**src/rtl/echo_chk_pkg.sv**
```systemverilog
package echo_chk_pkg;

  // Phase of a confirmation pass.
  typedef enum logic {
    PH_RUN  = 1'b0,
    PH_DONE = 1'b1
  } chk_phase_e;

  // Registered verdict state.
  typedef struct packed {
    chk_phase_e phase;
    logic       bad;
  } verdict_t;

endpackage

```
**src/rtl/echo_rst_sync.sv**
```systemverilog
module echo_rst_sync #(
  parameter int STAGES = 2
) (
  input  logic clk_i,
  input  logic rst_n_i,
  output logic rst_n_o
);

  logic [STAGES-1:0] sync_q;

  // Asserts asynchronously, releases on the clock.
  always_ff @(posedge clk_i or negedge rst_n_i) begin
    if (!rst_n_i) sync_q <= '0;
    else          sync_q <= {sync_q[STAGES-2:0], 1'b1};
  end

  assign rst_n_o = sync_q[STAGES-1];

endmodule

```
**src/rtl/echo_addr_seq.sv**
```systemverilog
module echo_addr_seq #(
  parameter int DEPTH  = 4,
  parameter int ADDR_W = $clog2(DEPTH)
) (
  input  logic              clk_i,
  input  logic              rst_n,
  input  logic              clr_i,
  input  logic              step_i,
  output logic [ADDR_W-1:0] addr_o,
  output logic              last_o
);

  localparam logic [ADDR_W-1:0] LAST_ADDR = ADDR_W'(DEPTH - 1);

  logic [ADDR_W-1:0] addr_q, addr_d;

  assign last_o = (addr_q == LAST_ADDR);

  always_comb begin
    addr_d = addr_q;
    if (clr_i)       addr_d = '0;
    else if (step_i) addr_d = last_o ? '0 : addr_q + 1'b1;
  end

  always_ff @(posedge clk_i or negedge rst_n) begin
    if (!rst_n)                addr_q <= '0;
    else if (clr_i || step_i)  addr_q <= addr_d;
  end

  assign addr_o = addr_q;

endmodule

```
**src/rtl/echo_byte_cmp.sv**
```systemverilog
module echo_byte_cmp #(
  parameter int DATA_W = 8
) (
  input  logic [DATA_W-1:0] lhs_i,
  input  logic [DATA_W-1:0] rhs_i,
  output logic              diff_o
);

  logic [DATA_W-1:0] bit_diff;

  // One XOR per bit, then an OR reduction.
  for (genvar b = 0; b < DATA_W; b++) begin : g_bit
    assign bit_diff[b] = lhs_i[b] ^ rhs_i[b];
  end

  assign diff_o = |bit_diff;

endmodule

```
**src/rtl/echo_verdict.sv**
```systemverilog
module echo_verdict
  import echo_chk_pkg::*;
(
  input  logic clk_i,
  input  logic rst_n,
  input  logic clr_i,
  input  logic step_i,
  input  logic last_i,
  input  logic diff_i,
  output logic done_o,
  output logic bad_o
);

  verdict_t st_q, st_d;

  always_comb begin
    st_d = st_q;
    if (clr_i) begin
      st_d.phase = PH_RUN;
      st_d.bad   = 1'b0;
    end else if (step_i) begin
      if (diff_i) st_d.bad   = 1'b1;
      if (last_i) st_d.phase = PH_DONE;
    end
  end

  always_ff @(posedge clk_i or negedge rst_n) begin
    if (!rst_n) begin
      st_q.phase <= PH_RUN;
      st_q.bad   <= 1'b0;
    end else if (clr_i || step_i) begin
      st_q <= st_d;
    end
  end

  assign done_o = (st_q.phase == PH_DONE);
  assign bad_o  = st_q.bad;

endmodule

```
**src/rtl/echo_tx_check.sv**
```systemverilog
module echo_tx_check #(
  parameter int DATA_W = 8,
  parameter int DEPTH  = 4,
  parameter int ADDR_W = $clog2(DEPTH)
) (
  input  logic              clk_i,
  input  logic              rst_n_i,
  input  logic              clr_i,
  input  logic              echo_valid_i,
  input  logic [DATA_W-1:0] echo_data_i,
  output logic [ADDR_W-1:0] ref_addr_o,
  input  logic [DATA_W-1:0] ref_data_i,
  output logic              done_o,
  output logic              tx_good_o
);

  logic rst_n_sync;
  logic step;
  logic last_pos;
  logic diff;
  logic done;
  logic bad;

  echo_rst_sync #(.STAGES(2)) u_rst (
    .clk_i   (clk_i),
    .rst_n_i (rst_n_i),
    .rst_n_o (rst_n_sync)
  );

  // A byte counts only while the pass is open and no clear is requested.
  assign step = echo_valid_i & ~done & ~clr_i;

  echo_addr_seq #(.DEPTH(DEPTH), .ADDR_W(ADDR_W)) u_seq (
    .clk_i  (clk_i),
    .rst_n  (rst_n_sync),
    .clr_i  (clr_i),
    .step_i (step),
    .addr_o (ref_addr_o),
    .last_o (last_pos)
  );

  echo_byte_cmp #(.DATA_W(DATA_W)) u_cmp (
    .lhs_i  (echo_data_i),
    .rhs_i  (ref_data_i),
    .diff_o (diff)
  );

  echo_verdict u_verdict (
    .clk_i  (clk_i),
    .rst_n  (rst_n_sync),
    .clr_i  (clr_i),
    .step_i (step),
    .last_i (last_pos),
    .diff_i (diff),
    .done_o (done),
    .bad_o  (bad)
  );

  assign done_o    = done;
  assign tx_good_o = done & ~bad;

endmodule

```
**config.mk**
```make
export PLATFORM = sky130hd
export DESIGN_NAME = echo_tx_check
export DESIGN_NICKNAME = d
export VERILOG_FILES = /design/src/rtl/echo_chk_pkg.sv /design/src/rtl/echo_rst_sync.sv /design/src/rtl/echo_addr_seq.sv /design/src/rtl/echo_byte_cmp.sv /design/src/rtl/echo_verdict.sv /design/src/rtl/echo_tx_check.sv
export SDC_FILE = /design/constraint.sdc
export NUM_CORES = 1
export LEC_CHECK = 0
export BUFFER_PORTS_ARGS = -buffer_cell sky130_fd_sc_hd__buf_2
export CORE_AREA = 8 8 45 47
export CTS_BUF_LIST = sky130_fd_sc_hd__clkbuf_16
export DETAILED_ROUTE_END_ITERATION = 6
export DIE_AREA = 0 0 53 55
export PLACE_DENSITY = 0.52
export SYNTH_ARGS = -nofsm -noshare
export SYNTH_HDL_FRONTEND = slang
export SYNTH_SLANG_ARGS = --single-unit
```
**constraint.sdc**
```tcl
create_clock -name clk_i -period 0.8 [get_ports clk_i]
set_input_delay 0.12 -clock clk_i [delete_from_list [all_inputs] [get_ports clk_i]]
set_output_delay 0.12 -clock clk_i [all_outputs]
set_load 0.03 [all_outputs]
```
==> metrics.md <==
| Metric | Value |
|---|---|
| Antenna violations before repair | 0 |
| Initial core utilization | 0.237 |
| Die height | 55 um |
| Mapped Cells | 31 |
| CTS tree | yes |
| RR Endpoint | u_seq.addr_o[0] |
| Setup crit end kind | primary output |
| RSZ-0062 raised after global routing | yes |
| Post-layout min period | 1.02 ns |
| Htree depth | 1 |
| Tightest Hold Check Type | reg -> async |
| Critical Path RT | 0.68 ns |
| Post-synthesis compound-gate area fraction | 0.0611 |
| Setup crit start kind | flop |
| Post-detail-place hpwl | 743 um |
| Post-synth top area cell | dfrtp_1 |
| CTS Buffer Depth | 2 |
| Final hold vios | 0 |
| Max-Cap Viols | 0 |
| Clk_lat worst skew | 0.23 ns |
| Run status | finished, violations left |
| Synth top area share | 0.458 |
| Io pins | 24 |
| Max VDD drop | 1.46 mV |
| DR vias/cell | 4.27 |
| R2R setup slack | -0.16 ns |
| Seq/Total Area, Yosys | 0.458 |
| Largest family of logic cells by synthesized area | XOR/XNOR gates |
| R2R cell count | 4 |
| GR Util All Layers | 0.0643 |
| Share of cells above drive strength 1 | 0.590 |
| Pin count of the biggest net entering global routing | 6 |
| Final Routed Wirelength | 870 um |
| Worst-path clk slew | 0.04 ns |
| Top post-synthesis cells by area | dfrtp_1 (46%), xnor2_1 (21%), nor2_1 (4.6%) |
| Worst r2r src | u_verdict.done_o |
| Synth Area in XOR/XNOR | 0.214 |
| Die X | 53 um |
| Inserted Diodes | 0 |
| CTS Sinks | 6 |
| Per-cell routed wire length | 11.3 um |
| Internal power | 0.00109 W |
| Post-synth EDFFs | 0 |
| Setup TNS | -1.18 ns |
| Die Area | 2920 um^2 |
| Setup violators final | 8 |
| Netlist cell types | 13 |
| Comb power frac | 0.147 |
| FILL cells | 138 |
| P&R area growth vs syn | 87.8% |
| Most common cell after layout, fill and taps aside | buf_2 |
| Max-slew violations | 0 |
| Post-Synth Simple-Gate Area | 0.176 |
| Final-stage net count | 83 |
| Global-route wire length before repair | 1330 um |
| Root buffer cell | clkbuf_16 |
| Input/output buffers | 23 |
| Commonest cells after routing, fill and taps aside | buf_2 (20), xnor2_1 (8), buf_6 (4) |
| Mapped Area | 328 um^2 |
| PwrDens | 2200 nW/um^2 |
| Period utilization | 1.27 |
| Clock power frac | 0.598 |
| Gp weighted congestion | 0.693 |
| Mean post-synth cell area | 10.6 um^2 |
| Initial DRC count | 0 |
| Residual DRC | 0 |
| Crit Path Class | reg -> out |
| #FFs+latches synth | 6 |
| Leak | 0.288 nW |
| Final worst slack | -0.216 ns |
| Clk_skew | 0.00437 ns |
| Core Util, Final | 0.445 |
| Synth Net Count | 52 |
| Core Region | 1380 um^2 |
| Detailed-route via count | 329 |
| Primary FF master, synth | dfrtp_1 |
| Sw Share | 0.198 |
| Warnings from Yosys | 0 |
| Sequential Power Share | 0.255 |
| Fmax | 0.984 GHz |
| Worst EP arrival | 0.90 ns |
| Synth async-reset ratio | 1.00 |
| Vias in the first global route | 341 |
| Dpl cell area | 489 um^2 |
| Mux cell area share after synthesis | 0.0305 |
| NetSw | 0.000269 W |
| Post-Place Setup Slack | -0.176 ns |
| Remaining Overflow, GRT | 0 |
| Drt pass-1 iters | 1 |
| Rows | 14 |
| Overall power | 0.00136 W |
| Total CTS buffers | 3 |
| Post-Layout Inst Area | 616 um^2 |
| Antenna Nets Post-Route | 0 |
| Post-Synth Adder-Cell Area | 0.0382 |
| CP Max Fanout | 2 |
| Failing checks | setup timing |
## how the worst max path moves through the flow
stage / startpoint / to / slack [ns] / cells after the start
4_1_cts: u_verdict.done_o / tx_good_o / -0.23 / 2
6_report: u_seq.addr_o[1] / ref_addr_o[1] / -0.22 / 2
3_5_place_dp: u_verdict.done_o / u_seq.addr_o[0] / -0.18 / 4
5_1_grt: u_verdict.done_o / tx_good_o / -0.24 / 2
3_3_place_gp: u_verdict.done_o / u_seq.addr_o[0] / -0.14 / 4
2_1_floorplan: u_verdict.done_o / u_seq.addr_o[0] / -0.21 / 4
## metrics by stage
stage	hold slack, ns	cells
2_1_floorplan	-0.176	31
3_3_place_gp	-0.0947	71
3_5_place_dp	-0.0897	71
4_1_cts	0.0593	77
5_1_grt	0.0638	77
6_report	0.0515	77
## power by group through the flow
stage / clock (W) / sequential [W] / combinational (W)
global placement: 0 / 0.000347 / 0.000171
detailed placement: 0 / 0.000349 / 0.000176
global route: 0.000853 / 0.000348 / 0.000224
finish: 0.000811 / 0.000346 / 0.000199
CTS: 0.000833 / 0.000347 / 0.000201
floorplan: 0 / 0.000364 / 0.0000741
## cell families after synthesis
kind of cell | Yosys count
XOR/XNOR | 8
buffers and inverters | 1
AO/OA/AOI/OAI | 4
adder cells (fa/ha/maj) | 1
flip-flops | 6
multiplexers | 1
AND/OR/NAND/NOR | 9
other | 1
## cell type report
class,count,area [um^2],share of cell area
clock inverter,1,3.75,0.00610
tap,16,20.0,0.0325
clock buffer,3,75.1,0.122
multi-input combinational,24,196,0.319
timing repair buffer,26,163,0.264
sequential,6,154,0.250
inverter,1,3.75,0.00610
## layer usage
layer / track usage / share of wire / up-vias
met5: 0 / 0 / -
met4: 0.0259 / 0 / 0
met1: 0.0632 / 0.38 / 151
met3: 0.0348 / 0.094 / 0
li1: - / - / 162
met2: 0.111 / 0.53 / 16
## timing repair
item,CTS,global route
endpoints found under the hold margin,2,0
resized for setup,8,1
setup buffers,1,0
pin swaps,1,0
hold buffers,1,0
setup endpoints to repair,8,8
## synthesized netlist by cell type, types with 2 or more instances
master   count
nand4_1      2
a21oi_1      2
xnor2_1      8
o21ai_1      2
nor2_1       4
dfrtp_1      6
## critical path: stages, from the launching register on
cell and delay (ns):
dfrtp_2 0.42, buf_6 0.12, buf_6 0.13
## flip-flops by register name, indices dropped and copies added, names as in the netlist
signal / cells
u_rst.sync_q: 2
u_seq.addr_o: 2
u_verdict.bad_o: 1
u_verdict.done_o: 1
Power figures use the tool's default switching activity.
